File: config.mk
export PLATFORM = sky130hd
export DESIGN_NAME = irq_pin_gen
export DESIGN_NICKNAME = d
export VERILOG_FILES = /design/src/rtl/irq_pkg.sv /design/src/rtl/irq_latch_bank.sv /design/src/rtl/irq_pin_shaper.sv /design/src/rtl/irq_pin_gen.sv
export SDC_FILE = /design/constraint.sdc
export NUM_CORES = 1
export LEC_CHECK = 0
export BUFFER_PORTS_ARGS = -buffer_cell sky130_fd_sc_hd__clkbuf_2
export CAP_MARGIN = 40
export CORE_ASPECT_RATIO = 1.2
export CORE_MARGIN = 5
export CORE_UTILIZATION = 23
export CTS_CLUSTER_SIZE = 16
export DETAILED_ROUTE_END_ITERATION = 16
export HOLD_SLACK_MARGIN = 0.08
export REMOVE_ABC_BUFFERS = 1
export SYNTH_ARGS = -nofsm -noshare
export SYNTH_HDL_FRONTEND = slang
export SYNTH_SLANG_ARGS = --single-unit
File: constraint.sdc
create_clock -name clk -period 3.5 [get_ports clk]
set_input_delay 0.175 -clock clk [delete_from_list [all_inputs] [get_ports clk]]
set_output_delay 0.175 -clock clk [all_outputs]
set_load 0.005 [all_outputs]
File: src/rtl/irq_pkg.sv
package irq_pkg;

    typedef struct packed {
        logic pol_high;
        logic pulse_mode;
    } irq_cfg_t;

    // Cycles needed to cover width_ps at a clock of clk_ps, never less than one.
    function automatic int unsigned pulse_cycles(input int unsigned width_ps,
                                                 input int unsigned clk_ps);
        int unsigned n;
        n = (width_ps + clk_ps - 1) / clk_ps;
        return (n == 0) ? 1 : n;
    endfunction

endpackage

File: src/rtl/irq_latch_bank.sv
module irq_latch_bank #(
    parameter int W = 8
) (
    input  logic         clk,
    input  logic         rst_n,
    input  logic [W-1:0] evt_i,
    input  logic         clr_we_i,
    input  logic [W-1:0] clr_data_i,
    input  logic         en_we_i,
    input  logic [W-1:0] en_data_i,
    output logic [W-1:0] status_o,
    output logic [W-1:0] enable_o,
    output logic         pend_o
);

    typedef struct packed {
        logic [W-1:0] status;
        logic [W-1:0] enable;
    } bank_t;

    bank_t        bank_d, bank_q;
    logic [W-1:0] clr_mask;

    always_comb begin
        bank_d   = bank_q;
        clr_mask = clr_we_i ? clr_data_i : '0;
        // A new event wins over a clear of the same bit.
        bank_d.status = (bank_q.status & ~clr_mask) | evt_i;
        if (en_we_i) begin
            bank_d.enable = en_data_i;
        end
    end

    always_ff @(posedge clk or negedge rst_n) begin
        if (!rst_n) begin
            bank_q <= '0;
        end else begin
            bank_q <= bank_d;
        end
    end

    assign status_o = bank_q.status;
    assign enable_o = bank_q.enable;
    assign pend_o   = |(bank_q.status & bank_q.enable);

endmodule

File: src/rtl/irq_pin_shaper.sv
module irq_pin_shaper #(
    parameter int unsigned PULSE_CYC = 4
) (
    input  logic clk,
    input  logic rst_n,
    input  logic raw_i,
    input  logic glb_i,
    input  logic pulse_mode_i,
    output logic active_o
);

    localparam int CW = $clog2(PULSE_CYC + 1);

    typedef struct packed {
        logic          prev;
        logic [CW-1:0] cnt;
        logic          active;
    } shp_t;

    shp_t shp_d, shp_q;
    logic rise;

    always_comb begin
        shp_d      = shp_q;
        // prev follows the ungated OR, so pending bits never replay on enable.
        shp_d.prev = raw_i;
        rise       = raw_i & ~shp_q.prev & glb_i & pulse_mode_i;
        if (!pulse_mode_i) begin
            shp_d.cnt = '0;
        end else if (rise) begin
            shp_d.cnt = CW'(PULSE_CYC);
        end else if (shp_q.cnt != '0) begin
            shp_d.cnt = shp_q.cnt - CW'(1);
        end
        shp_d.active = glb_i & (pulse_mode_i ? (shp_d.cnt != '0) : raw_i);
    end

    always_ff @(posedge clk or negedge rst_n) begin
        if (!rst_n) begin
            shp_q <= '0;
        end else begin
            shp_q <= shp_d;
        end
    end

    assign active_o = shp_q.active;

endmodule

File: src/rtl/irq_pin_gen.sv
module irq_pin_gen
    import irq_pkg::*;
#(
    parameter int          USB_W    = 8,
    parameter int          DMA_W    = 4,
    parameter int unsigned CLK_PS   = 16667,
    parameter int unsigned PULSE_PS = 60000
) (
    input  logic             clk,
    input  logic             rst_n,
    input  logic [USB_W-1:0] usb_evt_i,
    input  logic [DMA_W-1:0] dma_evt_i,
    input  logic             usb_clr_we_i,
    input  logic [USB_W-1:0] usb_clr_data_i,
    input  logic             usb_en_we_i,
    input  logic [USB_W-1:0] usb_en_data_i,
    input  logic             dma_clr_we_i,
    input  logic [DMA_W-1:0] dma_clr_data_i,
    input  logic             dma_en_we_i,
    input  logic [DMA_W-1:0] dma_en_data_i,
    input  logic             cfg_we_i,
    input  logic             cfg_pol_high_i,
    input  logic             cfg_pulse_mode_i,
    input  logic             glb_we_i,
    input  logic             glb_en_i,
    output logic             irq_pin_o,
    output logic [USB_W-1:0] usb_status_o,
    output logic [USB_W-1:0] usb_enable_o,
    output logic [DMA_W-1:0] dma_status_o,
    output logic [DMA_W-1:0] dma_enable_o,
    output logic             cfg_pol_high_o,
    output logic             cfg_pulse_mode_o,
    output logic             glb_en_o
);

    localparam int unsigned PULSE_CYC = pulse_cycles(PULSE_PS, CLK_PS);

    typedef struct packed {
        irq_cfg_t cfg;
        logic     glb;
    } ctl_t;

    ctl_t ctl_d, ctl_q;
    logic usb_pend, dma_pend, raw_any, active;

    always_comb begin
        ctl_d = ctl_q;
        if (cfg_we_i) begin
            ctl_d.cfg.pol_high   = cfg_pol_high_i;
            ctl_d.cfg.pulse_mode = cfg_pulse_mode_i;
        end
        if (glb_we_i) begin
            ctl_d.glb = glb_en_i;
        end
    end

    always_ff @(posedge clk or negedge rst_n) begin
        if (!rst_n) begin
            ctl_q <= '0;
        end else begin
            ctl_q <= ctl_d;
        end
    end

    irq_latch_bank #(.W(USB_W)) usb_bank_i (
        .clk        (clk),
        .rst_n      (rst_n),
        .evt_i      (usb_evt_i),
        .clr_we_i   (usb_clr_we_i),
        .clr_data_i (usb_clr_data_i),
        .en_we_i    (usb_en_we_i),
        .en_data_i  (usb_en_data_i),
        .status_o   (usb_status_o),
        .enable_o   (usb_enable_o),
        .pend_o     (usb_pend)
    );

    irq_latch_bank #(.W(DMA_W)) dma_bank_i (
        .clk        (clk),
        .rst_n      (rst_n),
        .evt_i      (dma_evt_i),
        .clr_we_i   (dma_clr_we_i),
        .clr_data_i (dma_clr_data_i),
        .en_we_i    (dma_en_we_i),
        .en_data_i  (dma_en_data_i),
        .status_o   (dma_status_o),
        .enable_o   (dma_enable_o),
        .pend_o     (dma_pend)
    );

    assign raw_any = usb_pend | dma_pend;

    irq_pin_shaper #(.PULSE_CYC(PULSE_CYC)) shaper_i (
        .clk          (clk),
        .rst_n        (rst_n),
        .raw_i        (raw_any),
        .glb_i        (ctl_q.glb),
        .pulse_mode_i (ctl_q.cfg.pulse_mode),
        .active_o     (active)
    );

    assign irq_pin_o        = ctl_q.cfg.pol_high ? active : ~active;
    assign cfg_pol_high_o   = ctl_q.cfg.pol_high;
    assign cfg_pulse_mode_o = ctl_q.cfg.pulse_mode;
    assign glb_en_o         = ctl_q.glb;

endmodule

Yosys cells after proc, flatten, opt, wreduce, memory -nomap -nowiden
Cells that the tools add are included.
{"block": "totals", "register_bits": 32}
{"block": "classes", "addsub": 1, "n_mux": 7, "n_bitwise": 15, "reduce_logical": 4}
{"operator": "$and A8 B8 Y8", "count": 2}
{"operator": "$mux W3", "count": 3}
{"operator": "$and A4 B4 Y4", "count": 2}
{"operator": "$mux W8", "count": 1}
{"operator": "$not A8 Y8", "count": 1}
{"operator": "$or A8 B8 Y8", "count": 1}
{"operator": "$reduce_or A8 Y1", "count": 1}
{"operator": "$reduce_bool A3 Y1", "count": 2}
{"operator": "$and A1 B1 Y1", "count": 4}
{"operator": "$mux W4", "count": 1}
{"operator": "$not A4 Y4", "count": 1}
{"operator": "$or A4 B4 Y4", "count": 1}
{"operator": "$reduce_or A4 Y1", "count": 1}
{"operator": "$sub A3 B1 Y3 const B", "count": 1}
{"operator": "$mux W1", "count": 2}
{"operator": "$not A1 Y1", "count": 2}
{"operator": "$or A1 B1 Y1", "count": 1}

Logic depth before layout (Yosys ltp)
{"block": "logic_depth", "ltp_word": 11, "depth_mapped": 7, "mapped_depth_nobuf": 7}

Cells and area by module
A second synthesis with hierarchy kept.
{"block": "hier_totals", "cells_unflattened": 106, "hier_area_um2": 1356.3}
{"module": "irq_latch_bank at usb_bank_i", "cells_per_inst": 47, "seq_area_each_um2": 400.4, "area_per_inst_um2": 663.1, "n_inst": 1}
{"module": "irq_latch_bank at dma_bank_i", "cells_per_inst": 23, "seq_area_each_um2": 200.2, "area_per_inst_um2": 309.0, "n_inst": 1}
{"module": "irq_pin_shaper", "cells_per_inst": 28, "seq_area_each_um2": 125.1, "area_per_inst_um2": 260.2, "n_inst": 1}
{"module": "irq_pin_gen", "cells_per_inst": 8, "seq_area_each_um2": 75.1, "area_per_inst_um2": 123.9, "n_inst": 1}

Worst setup path after synthesis
No wires, ideal clock.
{"block": "synth_path", "path_kind": "register -> register", "start": "reg shaper_i.shp_q[1] (netlist name)", "end": "reg shaper_i.shp_q (netlist bit shaper_i.active_o)", "required_ns": 3.380, "path_stages_with_launch": 7, "setup_ns": 0.120, "arrival_time_ns": 1.359, "slack_ns": 2.021, "path_cell_list": "dfrtp_1 inv_1 ha_1 ha_1 nor4_1 a311oi_1 a31o_2"}
{"item": "start, declared", "line": "irq_pin_shaper.sv:20", "source": "shp_t shp_d, shp_q;"}
{"item": "start signal, assigned", "line": "irq_pin_shaper.sv:42", "source": "shp_q <= shp_d;"}

==> impl_results.md <==
- Status: complete, no violations
- Fin nets: 247
- First-pass GRT wire length: 5890 microns
- Global Route Usage Sum: 10.3%
- Die Width: 80.0 microns
- Clk slew on worst S/H paths: 70 ps
- Flop2flop setup slack: 1870 ps
- Top Metal Used: met4
- Setup Skew: 4.55 ps
- Area Growth Syn to Fin: 51.8%
- H-tree Lvls: 2
- Setup TNS: 0 ps
- Share of post-route cells with drive strength above 1: 51.0%
- Setup violations, final: 0
- WL/cell: 13.2 microns
- Leakage power: 0.997 nW
- Minimum clock period after layout: 1630 ps
- Mean Syn Cell Area: 12.9 sq um
- Vias: 1161
- Fmax achieved: 612 MHz
- Post-DP HPWL: 2830 microns
- Gpl congestion: 0.682
- YS warnings: 0
- Post-synth cell types: 22
- Cell row count: 30
- Most common cell after layout, fill and taps aside: clkbuf_2
- TritonCTS clock tree: done
- RSZ-0062 raised after global routing: false
- Data required, critical path: 3680 ps
- Crit end category: register
- WL met2: 1910 microns
- Pre-CTS setup slack: 1920 ps
- Maxcap violations: 0
- Final WS setup: 1870 ps
- Most frequent cells in the layout: clkbuf_2 (74), dfrtp_1 (32), nand2_1 (15), mux2_2 (14), dlygate4sd3_1 (13)
- Initial antenna violation count: 0
- Register area share after synthesis: 59.1%
- Die Y: 94.0 microns
- Core Region: 5710 sq um
- Cells after Synth: 105
- Worst vdd ir: 162 uV
- Antenna Nets Post-Route: 0
- Met3 wire len: 255 microns
- Worst slew pin tran: 783 ps
- Hold crit path type: input pin to register
- IO Port Bufs: 74
- Max_slew headroom: 47.8%
- Post CTS Setup Buffer Count: 0
- Post-DP Area: 1820 sq um
- Clk_lat worst skew: 280 ps
- Crit share post-route: 46.7%
- Critical Path AT: 1810 ps
- N_diodes: 0
- Drt total wl: 3680 microns
- Metal-1 WL: 1440 microns
- Filler cells: 593
- First-pass DRT Iterations: 3
- Final Hold Fails: 0
- Starting DRT DRC Count: 21
- Max-slew violation count: 0
- Mapped cell area: 1350 sq um
- Root buffer cell: clkbuf_8
- Largest fanout on the critical path: 4
- IO Pins: 75
- Initial Util: 23.7%
- DR DRC count: 0
- Critical path type: register to register
- Number of synthesized register bits: 32
- Vias in the first global route: 1256
- Via density: 4.18
- Largest net degree at the start of global routing: 33
- P per Cell Area: 483 nW/um^2
- Final instance area: 2050 sq um
- CTS buffer count: 5
- Gr ovfl total: 0
- Clk sinks: 32
- Startpoint types: register
- CTS Buffer Depth: 2
- Die Footprint: 7530 sq um
==> worst max-delay path: stages, from the launching register on <==
cell,delay (ps)
dfrtp_1,390
inv_1,70
ha_1,220
ha_1,250
nor4_1,320
a311oi_1,70
a31o_2,220
==> cell families after synthesis <==
kind of cell / share of synthesized area [%]
flops: 59.1
xor+xnor: 1.29
simple gates: 6.10
compound gates: 15.8
mux: 12.4
buf+inv: 2.50
fa+ha+maj: 2.77
==> registers in the layout, indices dropped and copies added, names as in the netlist <==
signal and flops:
glb_en_o 1, cfg_pol_high_o 1, dma_bank_i.enable_o 4, usb_bank_i.enable_o 8, shaper_i.active_o 1, cfg_pulse_mode_o 1, usb_bank_i.status_o 8, dma_bank_i.status_o 4
shaper_i.shp_q 4
==> worst paths after layout <==
kind,end,startpoint,cells after the start
min in group asynchronous,cfg_pulse_mode_o,rst_n,2
min,cfg_pulse_mode_o,cfg_pulse_mode_i,3
max,shaper_i.active_o,shaper_i.shp_q[1],6
max reg2reg,shaper_i.active_o,shaper_i.shp_q[1],6
min reg2reg,usb_bank_i.status_o[7],usb_bank_i.status_o[7],1
max in group asynchronous,usb_bank_i.status_o[1],rst_n,2
==> where the power goes <==
| part | internal, mW | switching (mW) | total [mW] |
|---|---|---|---|
| Sequential | 0.407 | 0.0313 | 0.439 |
| Clock | 0.211 | 0.138 | 0.349 |
| Combinational | 0.111 | 0.0930 | 0.204 |
| Total | 0.729 | 0.262 | 0.992 |
==> Yosys cell counts <==
master    instances  share of area [%]
a211oi_1          2                1.1
a21o_1           11                6.1
a21o_2            1               0.65
a221oi_2          3                3.3
a22o_1            3                1.9
a311oi_1          1               0.65
a31o_2            1               0.65
a41oi_1           1               0.65
clkbuf_1          2               0.55
dfrtp_1          32                 59
ha_1              3                2.8
inv_1             7                1.9
mux2_2           14                 12
mux2i_1           1               0.74
nand2_1          15                4.2
nand3_2           1               0.74
nor2_1            1               0.28
nor2b_1           1               0.46
nor4_1            1               0.46
o21ai_0           2               0.74
xnor2_1           1               0.65
xor2_1            1               0.65
==> final cells by class <==
cell class | count | area [sq um] | share of cell area, %
clock buffers | 6 | 72.6 | 3.53
clock inverters | 2 | 35.0 | 1.71
inverters | 7 | 26.3 | 1.28
multi-input cells | 64 | 519 | 25.3
flip-flops and latches | 32 | 801 | 39.0
well taps | 80 | 100 | 4.87
repair buffers | 87 | 500 | 24.4
==> what timing repair did <==
action,CTS,global route
resized for setup,0,0
hold endpoints to repair,44,0
hold buffers,13,0
==> per-stage QoR <==
stage	utilization (%)	hold slack, ps	cells	power (mW)
after detailed placement	31.8	301	257	0.641
after global routing	36.0	107	278	1.05
after CTS	36.0	96.6	278	1.01
after global placement	31.8	307	257	0.634
final	36.0	101	278	0.992
after floorplan	-	-121	103	0.547
==> layer usage <==
layer / vias up / GRT usage [%]
met3: 10 / 3.17
met4: 0 / 3.80
li1: 553 / -
met5: - / 0
met1: 551 / 11.3
met2: 47 / 18.5
Note: power is estimated with default switching activity, not from simulation.
